### src/rtl/spi_mem_pkg.sv
package spi_mem_pkg;
  localparam int SYNC_DEPTH = 2;

  typedef struct packed {
    logic shiftIn;
    logic loadCmd;
    logic loadAddr;
    logic mbLatch;
    logic wrByte;
    logic rdFetch;
    logic advance;
    logic txStep;
  } dpStrobe_t;
endpackage

### src/rtl/spi_mem_ctrl.sv
module spi_mem_ctrl
  import spi_mem_pkg::*;
#(
  parameter int CMD_W  = 8,
  parameter int ADDR_W = 16,
  parameter int DATA_W = 8
) (
  input  logic       clk,
  input  logic       rstN,
  input  logic       csN,
  input  logic       sclk,
  input  logic       mosi,
  input  logic [1:0] cmdKind,
  input  logic       cmdQuiet,
  output logic       mosiS,
  output dpStrobe_t  strobe,
  output logic       driveEn,
  output logic       irqPulse
);
  localparam int HDR_BITS = CMD_W + ADDR_W;
  localparam int LAST_BIT = HDR_BITS + DATA_W - 1;
  localparam int CNT_W    = $clog2(LAST_BIT + 1);
  localparam logic [CNT_W-1:0] CMD_END    = CNT_W'(CMD_W - 1);
  localparam logic [CNT_W-1:0] HDR_END    = CNT_W'(HDR_BITS - 1);
  localparam logic [CNT_W-1:0] DATA_START = CNT_W'(HDR_BITS);
  localparam logic [CNT_W-1:0] BYTE_END   = CNT_W'(LAST_BIT);

  // pin synchronizers, one per SPI input
  localparam int NPIN = 3;
  localparam logic [NPIN-1:0] PIN_RST = 3'b001;  // csN idles high
  logic [NPIN-1:0] pinRaw, pinSync;
  assign pinRaw = {mosi, sclk, csN};

  for (genvar p = 0; p < NPIN; p++) begin : g_sync
    logic [SYNC_DEPTH-1:0] pipe;
    always_ff @(posedge clk or negedge rstN) begin
      if (!rstN) pipe <= {SYNC_DEPTH{PIN_RST[p]}};
      else       pipe <= {pipe[SYNC_DEPTH-2:0], pinRaw[p]};
    end
    assign pinSync[p] = pipe[SYNC_DEPTH-1];
  end

  logic csS, sclkS;
  assign csS   = pinSync[0];
  assign sclkS = pinSync[1];
  assign mosiS = pinSync[2];

  logic csPrev, sclkPrev;
  logic [CNT_W-1:0] bitCnt;

  logic active, sclkRise, sclkFall, csRise, csFall, inData;
  logic isRd, isWr, isMb, byteEnd;
  assign active   = !csPrev;
  assign sclkRise = active && sclkS && !sclkPrev;
  assign sclkFall = active && !sclkS && sclkPrev;
  assign csRise   = csS && !csPrev;
  assign csFall   = !csS && csPrev;
  assign inData   = bitCnt >= DATA_START;
  assign isRd     = cmdKind == 2'b11;
  assign isWr     = cmdKind == 2'b10;
  assign isMb     = !cmdKind[1];
  assign byteEnd  = sclkRise && (bitCnt == BYTE_END);

  always_comb begin
    strobe          = '0;
    strobe.shiftIn  = sclkRise;
    strobe.loadCmd  = sclkRise && (bitCnt == CMD_END);
    strobe.loadAddr = sclkRise && (bitCnt == HDR_END);
    strobe.mbLatch  = strobe.loadAddr && isMb;
    strobe.advance  = byteEnd && !isMb;
    strobe.wrByte   = byteEnd && isWr;
    strobe.rdFetch  = (strobe.loadAddr || byteEnd) && isRd;
    strobe.txStep   = sclkFall && inData && isRd;
  end

  logic irqWant;
  assign irqWant = (inData || strobe.loadAddr) && (isMb || !cmdQuiet);

  always_ff @(posedge clk or negedge rstN) begin
    if (!rstN) begin
      csPrev   <= 1'b1;
      sclkPrev <= 1'b0;
      bitCnt   <= '0;
      driveEn  <= 1'b0;
      irqPulse <= 1'b0;
    end else begin
      csPrev   <= csS;
      sclkPrev <= sclkS;
      irqPulse <= csRise && irqWant;
      if (csRise || csFall)  bitCnt <= '0;
      else if (sclkRise)     bitCnt <= (bitCnt == BYTE_END) ? DATA_START : bitCnt + 1'b1;
      if (csS)               driveEn <= 1'b0;
      else if (strobe.txStep) driveEn <= 1'b1;
    end
  end
endmodule

### src/rtl/spi_mem_dp.sv
module spi_mem_dp
  import spi_mem_pkg::*;
#(
  parameter int CMD_W  = 8,
  parameter int ADDR_W = 16,
  parameter int DATA_W = 8
) (
  input  logic              clk,
  input  logic              rstN,
  input  logic              mosiS,
  input  dpStrobe_t         strobe,
  input  logic [DATA_W-1:0] ramRdata,
  output logic [ADDR_W-1:0] ramAddr,
  output logic              ramRd,
  output logic              ramWr,
  output logic [DATA_W-1:0] ramWdata,
  output logic              misoQ,
  output logic [1:0]        cmdKind,
  output logic              cmdQuiet,
  output logic [CMD_W-1:0]  mbCmd,
  output logic [ADDR_W-1:0] mbAddr
);
  localparam int SH_W = ADDR_W - 1;

  logic [SH_W-1:0]   shiftReg;
  logic [CMD_W-1:0]  cmdReg;
  logic [ADDR_W-1:0] curAddr, addrIn, addrNext;
  logic [DATA_W-1:0] byteIn, txShift;
  logic              rdLoad;

  assign addrIn   = {shiftReg, mosiS};
  assign byteIn   = {shiftReg[DATA_W-2:0], mosiS};
  assign addrNext = curAddr + 1'b1;
  assign cmdKind  = cmdReg[CMD_W-1 -: 2];
  assign cmdQuiet = cmdReg[0];

  always_ff @(posedge clk or negedge rstN) begin
    if (!rstN) begin
      shiftReg <= '0;
      cmdReg   <= '0;
      curAddr  <= '0;
      ramAddr  <= '0;
      ramRd    <= 1'b0;
      ramWr    <= 1'b0;
      ramWdata <= '0;
      rdLoad   <= 1'b0;
      txShift  <= '0;
      misoQ    <= 1'b0;
      mbCmd    <= '0;
      mbAddr   <= '0;
    end else begin
      ramRd  <= strobe.rdFetch;
      ramWr  <= strobe.wrByte;
      rdLoad <= ramRd;
      if (strobe.shiftIn) shiftReg <= addrIn[SH_W-1:0];
      if (strobe.loadCmd) cmdReg <= {shiftReg[CMD_W-2:0], mosiS};
      if (strobe.loadAddr) begin
        curAddr <= addrIn;
        ramAddr <= addrIn;
      end else if (strobe.wrByte) begin
        ramAddr <= curAddr;
      end else if (strobe.rdFetch) begin
        ramAddr <= addrNext;
      end
      if (strobe.advance) curAddr <= addrNext;
      if (strobe.wrByte) ramWdata <= byteIn;
      if (strobe.mbLatch) begin
        mbCmd  <= cmdReg;
        mbAddr <= addrIn;
      end
      if (rdLoad) begin
        txShift <= ramRdata;
      end else if (strobe.txStep) begin
        misoQ   <= txShift[DATA_W-1];
        txShift <= {txShift[DATA_W-2:0], 1'b0};
      end
    end
  end
endmodule

### src/rtl/spi_mem_port.sv
module spi_mem_port
  import spi_mem_pkg::*;
#(
  parameter int CMD_W  = 8,
  parameter int ADDR_W = 16,
  parameter int DATA_W = 8
) (
  input  logic              clk,
  input  logic              rstN,
  input  logic              csN,
  input  logic              sclk,
  input  logic              mosi,
  output logic              misoOut,
  output logic              misoEn,
  output logic [ADDR_W-1:0] ramAddr,
  output logic              ramRd,
  output logic              ramWr,
  output logic [DATA_W-1:0] ramWdata,
  input  logic [DATA_W-1:0] ramRdata,
  output logic [CMD_W-1:0]  mbCmd,
  output logic [ADDR_W-1:0] mbAddr,
  output logic              irqPulse
);
  dpStrobe_t  strobe;
  logic       mosiS;
  logic [1:0] cmdKind;
  logic       cmdQuiet;

  spi_mem_ctrl #(.CMD_W(CMD_W), .ADDR_W(ADDR_W), .DATA_W(DATA_W)) u_ctrl (
    .clk(clk), .rstN(rstN), .csN(csN), .sclk(sclk), .mosi(mosi),
    .cmdKind(cmdKind), .cmdQuiet(cmdQuiet), .mosiS(mosiS),
    .strobe(strobe), .driveEn(misoEn), .irqPulse(irqPulse)
  );

  spi_mem_dp #(.CMD_W(CMD_W), .ADDR_W(ADDR_W), .DATA_W(DATA_W)) u_dp (
    .clk(clk), .rstN(rstN), .mosiS(mosiS), .strobe(strobe),
    .ramRdata(ramRdata), .ramAddr(ramAddr), .ramRd(ramRd), .ramWr(ramWr),
    .ramWdata(ramWdata), .misoQ(misoOut), .cmdKind(cmdKind),
    .cmdQuiet(cmdQuiet), .mbCmd(mbCmd), .mbAddr(mbAddr)
  );
endmodule

### config.mk
export PLATFORM = sky130hd
export DESIGN_NAME = spi_mem_port
export DESIGN_NICKNAME = d
export VERILOG_FILES = /design/src/rtl/spi_mem_pkg.sv /design/src/rtl/spi_mem_ctrl.sv /design/src/rtl/spi_mem_dp.sv /design/src/rtl/spi_mem_port.sv
export SDC_FILE = /design/constraint.sdc
export NUM_CORES = 1
export LEC_CHECK = 0
export ABC_AREA = 1
export BUFFER_PORTS_ARGS = -buffer_cell sky130_fd_sc_hd__buf_2
export CORE_ASPECT_RATIO = 0.75
export CORE_MARGIN = 3
export CORE_UTILIZATION = 45
export CTS_BUF_LIST = sky130_fd_sc_hd__clkbuf_4 sky130_fd_sc_hd__clkbuf_8
export DETAILED_ROUTE_END_ITERATION = 8
export PLACE_DENSITY = 0.72
export SLEW_MARGIN = 20
export SYNTH_ARGS = -nofsm -noshare
export SYNTH_HDL_FRONTEND = slang
export SYNTH_SLANG_ARGS = --single-unit
### constraint.sdc
create_clock -name clk -period 4.9 [get_ports clk]
set_input_delay 0.245 -clock clk [delete_from_list [all_inputs] [get_ports clk]]
set_output_delay 0.245 -clock clk [all_outputs]
set_load 0.02 [all_outputs]
==> results.sh <==
export IMPL_vias_per_cell=5.18
export IMPL_finalSetupViolCount=0
export IMPL_grt_total_usage=0.201
export IMPL_dieArea_um2=12400
export IMPL_clockBufferDepth=2
export IMPL_synth_top_area_frac=0.555
export IMPL_ys_ff_latch=114
export IMPL_startpoint="u_ctrl.bitCnt[1]"
export IMPL_syn_to_final_growth_pct=17.8
export IMPL_syn_area_per_cell_um2=8.55
export IMPL_worstSetupPathType="flip-flop to flip-flop"
export IMPL_yosys_warnings=0
export IMPL_grt_overflow_total=0
export IMPL_antenna_found_initial=0
export IMPL_numCtsBuffers=17
export IMPL_post_dp_hpwl_mm=8.23
export IMPL_drive_above_1_share=0.170
export IMPL_cap_violations=0
export IMPL_hold_path_class="input port to flip-flop"
export IMPL_dr_pass1_iters=5
export IMPL_die_w_um=128
export IMPL_leakage_nw=2.97
export IMPL_drcViolationCount=0
export IMPL_relSlewSlack=0.441
export IMPL_hold_viol_final=0
export IMPL_synthCells=585
export IMPL_hold_path_depth=3
export IMPL_final_common_cell="nand2_1"
export IMPL_yosysTopAreaCell="dfrtp_1"
export IMPL_avgRoutedWirePerCell_um=14.6
export IMPL_ios=66
export IMPL_min_from="ramRdata[0]"
export IMPL_powerDensity_nw_per_um2=340
export IMPL_clk_pin_slew_worst_paths_ns=0.07
export IMPL_htree_num_levels=4
export IMPL_setup_tns_ns=0
export IMPL_fin_nets=674
export IMPL_hold_end="u_dp.txShift[0]"
export IMPL_start_kind="flip-flop"
export IMPL_fin_crit_sh=0.487
export IMPL_cts_tree="done"
export IMPL_grt_pass1_wl_mm=19.9
export IMPL_routabilityCongestion=0.884
export IMPL_status="completed"
export IMPL_dr_first_iter_drc_count=367
export IMPL_core_area_um2=10600
export IMPL_crit_path_end_kind="flip-flop"
export IMPL_critPathRequiredTime_ns=5.21
export IMPL_skew_ns=0.0108
export IMPL_clock_latency_ns=0.43
export IMPL_diodes=0
export IMPL_slew_violations=0
export IMPL_worstReg2RegEnd="u_dp.ramAddr[7]"
export IMPL_ant_nets=0
export IMPL_numClockSinks=114
export IMPL_numPortBuffers=65
export IMPL_most_common_layout_cells="nand2_1 (208), dfrtp_1 (111), buf_2 (64)"
export IMPL_grt_pass1_vias=4133
export IMPL_synth_area_um2=5000
export IMPL_die_height_um=97.3
export IMPL_rsz0062_at_grt="no"
export IMPL_start_util=0.473
export IMPL_synthTopCellsByArea="dfrtp_1 (56%), nand2_1 (16%), o21ai_0 (5.4%), nand3_1 (4.1%), inv_1 (3.9%)"
export IMPL_path_max_fanout=24
export IMPL_seq_area_frac_synth=0.571
export IMPL_max_freq_ghz=0.419
export IMPL_vdd_ir_drop_max_v=0.000168
export IMPL_cts_root_buf="clkbuf_8"
export IMPL_period_needed_ns=2.38
export IMPL_place_area_um2=5410
export IMPL_rr_startpoint="u_ctrl.bitCnt[1]"
export IMPL_synth_cell_types=27
export IMPL_worstMarginPinSlew_ns=0.839
export IMPL_r2r_setup_slack_ns=2.52
export IMPL_grt_start_max_net_pins=66
export IMPL_num_rows=32
export IMPL_finalWirelength_mm=11.8
export IMPL_r2r_cells=10
export IMPL_arrival_ns=2.70
export IMPL_synth_nets=602
export IMPL_final_area_um2=5890
export IMPL_vias=4174
export IMPL_ctsResizeCount=0
where the power goes:
group / internal, mW / switching (mW) / leakage (nW)
Sequential: 0.964 / 0.0175 / 1.52
Combinational: 0.0188 / 0.0558 / 1.24
Clock: 0.566 / 0.379 / 0.215
Total: 1.55 / 0.453 / 2.97
layer usage:
metal | up-vias | GRT usage | part of all wire
li1 | 2013 | - | -
met1 | 1983 | 0.275 | 0.47
met2 | 150 | 0.295 | 0.45
met3 | 28 | 0.0549 | 0.061
met4 | 0 | 0.0954 | 0.022
met5 | - | 0 | 0
worst max-delay path, cell delays in order, from the launching register on:
cell and delay (ns):
dfrtp_1 0.38, ha_1 0.18, nand2_1 0.09, nor2_1 0.28, nand3_2 0.42, nand2_2 0.40, inv_2 0.25, nand2_1 0.11
nand2_1 0.05, inv_1 0.05, nand2_1 0.05
worst max-delay path by stage:
stage / to / slack, ns / cells after the start
2_1_floorplan: u_dp.ramAddr[11] / 3.30 / 11
3_3_place_gp: u_dp.cmdReg[6] / 2.46 / 4
4_1_cts: u_dp.cmdReg[4] / 2.42 / 4
3_5_place_dp: u_dp.cmdReg[1] / 2.47 / 4
5_1_grt: u_dp.ramAddr[3] / 2.27 / 10
6_report: u_dp.ramAddr[7] / 2.52 / 10
through the flow:
step | worst slack (ns) | hold slack, ns | cells | util | power, mW
after global routing | 2.27 | 0.0288 | 806 | 0.557 | 2.08
after global placement | 2.46 | 0.332 | 769 | 0.512 | 1.07
after CTS | 2.42 | 0.00898 | 805 | 0.556 | 2.02
final | 2.52 | 0.0316 | 806 | 0.557 | 2.00
after detailed placement | 2.47 | 0.336 | 769 | 0.512 | 1.07
after floorplan | 3.30 | -0.0506 | 585 | - | 1.03
sequential cells by signal, summed over array words and instances, names as in the netlist:
signal	count
u_ctrl.bitCnt	5
u_ctrl.sclkPrev	1
u_dp.txShift	8
u_dp.cmdReg	8
u_dp.misoQ	1
u_ctrl.driveEn	1
u_dp.ramWdata	8
u_dp.ramAddr	16
u_dp.mbAddr	16
u_dp.curAddr	16
u_ctrl.irqPulse	1
u_dp.mbCmd	8
u_dp.rdLoad	1
u_ctrl.csPrev	1
u_ctrl.g_sync.pipe	6
u_dp.ramWr	1
u_dp.shiftReg	15
u_dp.ramRd	1
cell type report:
type	instances	area (um2)
Multi-Input combinational cell	394	1820
Sequential cell	114	2860
Fill cell	964	4680
Tap cell	136	170
Inverter	58	218
Clock inverter	9	128
Timing Repair Buffer	72	394
Clock buffer	23	304
cells in the mapped netlist (all sizes together):
| cell | instances |
|---|---|
| a21oi | 19 |
| a31oi | 1 |
| buf | 10 |
| clkbuf | 9 |
| clkinv | 2 |
| dfrtp | 111 |
| dfstp | 3 |
| ha | 4 |
| inv | 56 |
| nand2 | 212 |
| nand3 | 42 |
| nand3b | 2 |
| nand4 | 7 |
| nor2 | 24 |
| nor3 | 3 |
| o211ai | 12 |
| o21ai | 58 |
| xnor2 | 1 |
| xor2 | 9 |
what timing repair did:
item / in CTS / in global routing
setup buffers: 0 / 0
hold buffers: 4 / 0
endpoints found under the hold margin: 64 / 0
cells by family after synthesis:
family	count (synthesis)	share of synthesized area
AO/OA/AOI/OAI	90	0.0963
XOR/XNOR	10	0.0175
adder cells (fa/ha/maj)	4	0.0100
buffers and inverters	77	0.0645
flip-flops	114	0.571
AND/OR/NAND/NOR	290	0.240
Note: power is estimated with default switching activity, not from simulation.
